$ cat src/rtl/ack_pkg.sv
package ack_pkg;
  typedef logic [1:0] sym_t;

  localparam sym_t SYM_IDLE   = 2'b11;
  localparam sym_t SYM_SELECT = 2'b00;
  localparam sym_t SYM_ONE    = 2'b10;
  localparam sym_t SYM_ZERO   = 2'b01;

  typedef enum logic [1:0] {
    TK_SELECT,
    TK_DATA,
    TK_IDLE
  } tok_kind_e;
endpackage

$ cat src/rtl/ack_addr_latch.sv
module ack_addr_latch #(
  parameter int ADDR_W = 10
) (
  input  logic              clk_i,
  input  logic              rst_ni,
  input  logic              load_i,
  input  logic [ADDR_W-1:0] addr_i,
  output logic [ADDR_W-1:0] addr_o
);
  logic [ADDR_W-1:0] addr_q;

  always_ff @(posedge clk_i or negedge rst_ni) begin
    if (!rst_ni)     addr_q <= '0;
    else if (load_i) addr_q <= addr_i;
  end

  assign addr_o = addr_q;
endmodule

$ cat src/rtl/ack_seq_ctrl.sv
module ack_seq_ctrl #(
  parameter int ADDR_W   = 10,
  parameter int TOK_W    = $clog2(ADDR_W + 3),
  localparam int LAST_TOK = ADDR_W + 2
) (
  input  logic             clk_i,
  input  logic             rst_ni,
  input  logic             match_i,
  input  logic             stb_i,
  output logic             load_o,
  output logic             busy_o,
  output logic [TOK_W-1:0] tok_o,
  output logic             half_o
);
  logic             busy_q;
  logic [TOK_W-1:0] tok_q;
  logic             half_q;
  logic             start;
  logic             last_bit;

  assign start    = match_i && !busy_q;
  assign last_bit = half_q && (tok_q == TOK_W'(LAST_TOK));

  always_ff @(posedge clk_i or negedge rst_ni) begin
    if (!rst_ni) begin
      busy_q <= 1'b0;
      tok_q  <= '0;
      half_q <= 1'b0;
    end else if (start) begin
      busy_q <= 1'b1;
      tok_q  <= '0;
      half_q <= 1'b0;
    end else if (busy_q && stb_i) begin
      if (!half_q) begin
        half_q <= 1'b1;
      end else if (last_bit) begin
        busy_q <= 1'b0;
        tok_q  <= '0;
        half_q <= 1'b0;
      end else begin
        tok_q  <= tok_q + TOK_W'(1);
        half_q <= 1'b0;
      end
    end
  end

  assign load_o = start;
  assign busy_o = busy_q;
  assign tok_o  = tok_q;
  assign half_o = half_q;

  // token index stays inside the frame
  assert_tok_range_R5: assert property (@(posedge clk_i) disable iff (!rst_ni)
    tok_q <= TOK_W'(LAST_TOK));

  // outside a frame the sequencer rests at slot zero
  assert_rest_slot_R2: assert property (@(posedge clk_i) disable iff (!rst_ni)
    !busy_q |-> (tok_q == '0) && !half_q);
endmodule

$ cat src/rtl/ack_sym_enc.sv
module ack_sym_enc
  import ack_pkg::*;
#(
  parameter int ADDR_W = 10,
  parameter int TOK_W  = $clog2(ADDR_W + 3),
  localparam int SLOTS = 1 << TOK_W
) (
  input  logic              busy_i,
  input  logic [TOK_W-1:0]  tok_i,
  input  logic              half_i,
  input  logic [ADDR_W-1:0] addr_i,
  output logic              bit_o
);
  sym_t      tok_code [SLOTS];
  tok_kind_e tok_kind [SLOTS];

  for (genvar g = 0; g < SLOTS; g++) begin : g_slot
    if (g == 0 || g == ADDR_W + 1) begin : g_sel
      assign tok_kind[g] = TK_SELECT;
      assign tok_code[g] = SYM_SELECT;
    end else if (g <= ADDR_W) begin : g_dat
      assign tok_kind[g] = TK_DATA;
      assign tok_code[g] = addr_i[g-1] ? SYM_ONE : SYM_ZERO;
    end else begin : g_idl
      assign tok_kind[g] = TK_IDLE;
      assign tok_code[g] = SYM_IDLE;
    end
  end

  sym_t cur;
  assign cur = tok_code[tok_i];

  // high bit of each token leaves first
  always_comb begin
    if (!busy_i)     bit_o = 1'b1;
    else if (half_i) bit_o = cur[0];
    else             bit_o = cur[1];
  end

  // a data token is never the idle or select pattern
  always_comb begin
    if (busy_i && tok_kind[tok_i] == TK_DATA)
      assert_data_code_R4: assert (cur == SYM_ONE || cur == SYM_ZERO);
  end
endmodule

$ cat src/rtl/ack_tx.sv
module ack_tx #(
  parameter int ADDR_W = 10,
  localparam int TOK_W = $clog2(ADDR_W + 3)
) (
  input  logic              clk_i,
  input  logic              rst_ni,
  input  logic              match_i,
  input  logic [ADDR_W-1:0] addr_i,
  input  logic              bit_stb_i,
  output logic              tdo_o,
  output logic              busy_o
);
  logic              load;
  logic              busy;
  logic [TOK_W-1:0]  tok;
  logic              half;
  logic [ADDR_W-1:0] addr_q;

  ack_seq_ctrl #(.ADDR_W(ADDR_W), .TOK_W(TOK_W)) u_ctrl (
    .clk_i  (clk_i),
    .rst_ni (rst_ni),
    .match_i(match_i),
    .stb_i  (bit_stb_i),
    .load_o (load),
    .busy_o (busy),
    .tok_o  (tok),
    .half_o (half)
  );

  ack_addr_latch #(.ADDR_W(ADDR_W)) u_latch (
    .clk_i (clk_i),
    .rst_ni(rst_ni),
    .load_i(load),
    .addr_i(addr_i),
    .addr_o(addr_q)
  );

  ack_sym_enc #(.ADDR_W(ADDR_W), .TOK_W(TOK_W)) u_enc (
    .busy_i(busy),
    .tok_i (tok),
    .half_i(half),
    .addr_i(addr_q),
    .bit_o (tdo_o)
  );

  assign busy_o = busy;

  // frame opens with the select high bit right after the match
  assert_open_select_R3: assert property (@(posedge clk_i) disable iff (!rst_ni)
    $rose(busy_o) |-> !tdo_o);

  assert_open_cause_R3: assert property (@(posedge clk_i) disable iff (!rst_ni)
    $rose(busy_o) |-> $past(match_i));

  // frame closes on a strobe, after an idle-level bit
  assert_close_strobe_R8: assert property (@(posedge clk_i) disable iff (!rst_ni)
    $fell(busy_o) |-> $past(bit_stb_i) && $past(tdo_o) && tdo_o);

  // no strobe, no movement
  assert_hold_R10: assert property (@(posedge clk_i) disable iff (!rst_ni)
    busy_o && !bit_stb_i |=> busy_o && $stable(tdo_o));

  // captured address frozen for the whole frame
  assert_addr_frozen_R7: assert property (@(posedge clk_i) disable iff (!rst_ni)
    busy_o && $past(busy_o) |-> $stable(addr_q));
endmodule

$ cat config.mk
export PLATFORM = sky130hd
export DESIGN_NAME = ack_tx
export DESIGN_NICKNAME = d
export VERILOG_FILES = /design/src/rtl/ack_pkg.sv /design/src/rtl/ack_addr_latch.sv /design/src/rtl/ack_seq_ctrl.sv /design/src/rtl/ack_sym_enc.sv /design/src/rtl/ack_tx.sv
export SDC_FILE = /design/constraint.sdc
export NUM_CORES = 1
export LEC_CHECK = 0
export BUFFER_PORTS_ARGS = -buffer_cell sky130_fd_sc_hd__buf_4
export CAP_MARGIN = 25
export CORE_ASPECT_RATIO = 1.2
export CORE_UTILIZATION = 57
export DETAILED_ROUTE_END_ITERATION = 10
export PLACE_DENSITY = 0.81
export SKIP_CTS_REPAIR_TIMING = 1
export SYNTH_ARGS = -nofsm -noshare
export SYNTH_HDL_FRONTEND = slang
export SYNTH_SLANG_ARGS = --single-unit
$ cat constraint.sdc
create_clock -name clk_i -period 3.5 [get_ports clk_i]
set_input_delay 0 -clock clk_i [delete_from_list [all_inputs] [get_ports clk_i]]
set_output_delay 0 -clock clk_i [all_outputs]
set_load 0.03 [all_outputs]
==> results by group <==
Status
  – Outcome: finished with violations
  – Failing checks: negative hold slack

Yosys
  – Synth Instances: around 110
  – Commonest cells in the netlist: nand2_1 (33), dfrtp_1 (16), a21oi_1 (7)
  – Flops & latches, synth: 16
  – Top cells by area, synth: dfrtp_1 (45%), nand2_1 (14%), mux2i_1 (6.7%)
  – Synth Area in Compound Gates: between 10% and 20%
  – Post-synth top area share: between 40 and 50%
  – Most frequent cell after synthesis: nand2_1
  – Net Count, Synth: between 100 and 150
  – Synth Area per Inst: between 8 and 9 um^2
  – Async SR Flop Fraction: 100%
  – Multiplexer share of the synthesized area: 8.37%
  – Most common flop cell mapped by yosys: dfrtp_1
  – Largest family of logic cells by synthesized area: simple AND/OR/NAND/NOR gates
  – Post-Syn Area: about 900 um^2
  – Post-synth EDFFs: 0
  – Synth unique cells: 30
  – Adder-cell share of the synthesized area: between 2 and 3%
  – Cell taking the most area after synthesis: dfrtp_1
  – Synth Area in Simple Gates: about a quarter
  – Xor and xnor area share after synthesis: 0%
  – Sequential fraction of the synthesis area: between 40% and 50%
  – Yosys warning total: 0

Global routing
  – Vias in the first global route: 765
  – Largest net degree at the start of global routing: 17
  – Initial antenna violation count: 0
  – Tot GR Track Use: a little over a quarter
  – GRT Residual Overflow: 0
  – First-pass GRT wire length: 3110 um

STA
  – Fmax: 0.470 GHz
  – Count of final hold-check violations: 1
  – Final setup violation count: 0
  – Worst slew pin tran: about 0.94 ns
  – Min Clock Period, post-route: roughly 2.1 ns
  – Fin Hold WS: -0.0316 ns
  – Worst clock skew: about 0.00036 ns
  – Slack of the critical path: roughly 1.4 ns
  – RSZ-0062 raised after global routing: no
  – Max-slew violation count: 0
  – Final setup TNS: 0 ns
  – Tcrit/Tclk final: around 61%
  – Slew margin rel.: 37.1%

Pwr
  – Lkg Pwr: between 0.5 and 0.6 nW
  – Clock Power Share: 18.0%
  – Total power per unit cell area: 614 nW/um^2
  – P_int: 0.425 mW
  – Pwr Total: about 0.71 mW
  – Peak supply drop: between 0.3 and 0.4 mV
  – Sw frac: roughly two fifths
  – Switching power: roughly 0.28 mW
  – Logic pwr share: between 30% and 40%
  – Sequential fraction of design power: a little over two fifths

Clock tree
  – Htree depth: 1
  – Worst skew pair latency: 0.30 ns
  – Root buf cell: clkbuf_4
  – TritonCTS buffer count: 3
  – Clk slew on worst S/H paths: 0.10 ns
  – TritonCTS clock tree: done
  – Clk buf depth: 2
  – Clk sinks: 16

Routing
  – DRT Wirelength: slightly above 2000 um
  – DR iter-0 viols: 10
  – Via/cell ratio: between 5 and 6
  – Remaining routing DRC violations: 0
  – Post-route ant nets: 0
  – Routed len/inst: 13.8 um
  – Drt pass-1 iters: 4
  – Via count: roughly 850

Critical path
  – CP startpoint kind: flip-flop
  – Crit path max fanout: 13
  – Worst Setup Path Type: reg -> out
  – Critical Path RT: 3.50 ns
  – CP max stage cell: dfrtp_1
  – Crit path cell chain: mux2_4 -> a2111oi_2 -> o32a_1 -> o2bb2ai_1 -> buf_4
  – Element type at the critical path end: primary output
  – Max incr delay on CP: between 0.6 and 0.7 ns
  – Worst EP arrival: about 2.1 ns

Worst hold path
  – Hold Path Class: in -> reg

Placed design
  – Post-DP HPWL: about 1400 um
  – Placed cell area: just over 1000 um^2
  – I/O Buffers: 15
  – GPL Wtd Cong: between 0.8 and 0.9
  – Setup WS pre-CTS: 1.73 ns
  – Placed insts: about 130

Finish
  – Final core utilization: around four fifths
  – Fill count: 101
  – N_diodes: 0
  – Syn-to-layout area delta: 28.7%
  – Post-route cell area: ~1200 um^2
  – Fin cells: 147
  – NumNets Final: between 100 and 150
  – Share of layout cells above drive strength 1: a little under a fifth

Floorplanning
  – I/O pins: 16
  – Starting density of the core: 62.1%
  – Die area: between 1500 and 2000 um^2
  – Core footprint: 1450 um^2
  – Die height: between 40 and 50 um
  – Die Width: around 38 um
  – # rows: 15

Run
  – Maxcap violations: 0
-- flip-flops by register name, indices dropped and copies added (netlist names) --
name / count
u_ctrl.tok_o: 4
u_ctrl.busy_o: 1
u_latch.addr_o: 10
u_ctrl.half_o: 1
-- cell type report --
| type | instances | area (um^2) | share of cell area [%] |
|---|---|---|---|
| flip-flops and latches | 16 | 400 | 34.7 |
| repair buffers | 26 | 223 | 19.3 |
| clock buffers | 4 | 36.3 | 3.14 |
| multi-input cells | 78 | 452 | 39.1 |
| well taps | 17 | 21.3 | 1.84 |
| inverters | 6 | 22.5 | 1.95 |
-- critical path: cells and delay by family, from the launching register on --
family	cells	cell delay [ns]
buffers and inverters	1	0.17
AOI/OAI and AO/OA	3	0.64
DFF	1	0.65
muxes	1	0.35
-- layer usage --
layer / track usage (%) / wire length, um
met5: 0 / 0
met4: 15.7 / 42
met3: 4.90 / 78
met2: 47.1 / 1110
met1: 28.0 / 790
-- cells by family (layout without fill, tap and decap cells) --
logic type / Yosys count / after routing
compound gates: 20 / 20
simple gates: 49 / 49
buf+inv: 11 / 36
flops: 16 / 16
fa+ha+maj: 2 / 2
mux: 7 / 7
-- final timing paths --
path / startpoint / depth (start not counted) / endpoint / slack, ns
worst min-delay path: match_i / 3 / u_ctrl.busy_o / -0.03
worst min register to register: u_latch.addr_o[9] / 2 / u_latch.addr_o[9] / 0.48
worst max register to register: u_ctrl.busy_o / 3 / u_latch.addr_o[4] / 1.98
min in group asynchronous: rst_ni / 2 / u_latch.addr_o[8] / 0.08
worst max-delay path: u_ctrl.tok_o[1] / 5 / tdo_o / 1.37
max in group asynchronous: rst_ni / 2 / u_latch.addr_o[7] / 3.24
-- power by group through the flow --
stage / Sequential (mW) / Combinational, mW / Clock [mW]
2_1_floorplan: 0.254 / 0.247 / 0
3_3_place_gp: 0.297 / 0.263 / 0
3_5_place_dp: 0.300 / 0.272 / 0
4_1_cts: 0.296 / 0.273 / 0.128
5_1_grt: 0.304 / 0.318 / 0.133
6_report: 0.299 / 0.283 / 0.128
-- cells in the final DEF (no fill, tap or decap), drive strengths merged --
cell         Yosys  final
nand2b           1      1
and3b            1      1
a211oi           1      1
nand2           33     33
inv              6      6
o311ai           1      1
a311oi           1      1
ha               2      2
nor3b            1      1
a2111oi          1      1
nor2             4      4
dlygate4sd3      0     11
a21oi            7      7
dfrtp           16     16
nand3            5      5
buf              1     15
clkbuf           4      4
a31oi            1      1
mux2i            6      6
nor2b            1      1
nand4            1      1
o2bb2ai          1      1
o21ai            3      3
nor3             2      2
o211ai           1      1
o32a             1      1
o31ai            2      2
mux2             1      1
Note: power is estimated with default switching activity, not from simulation.
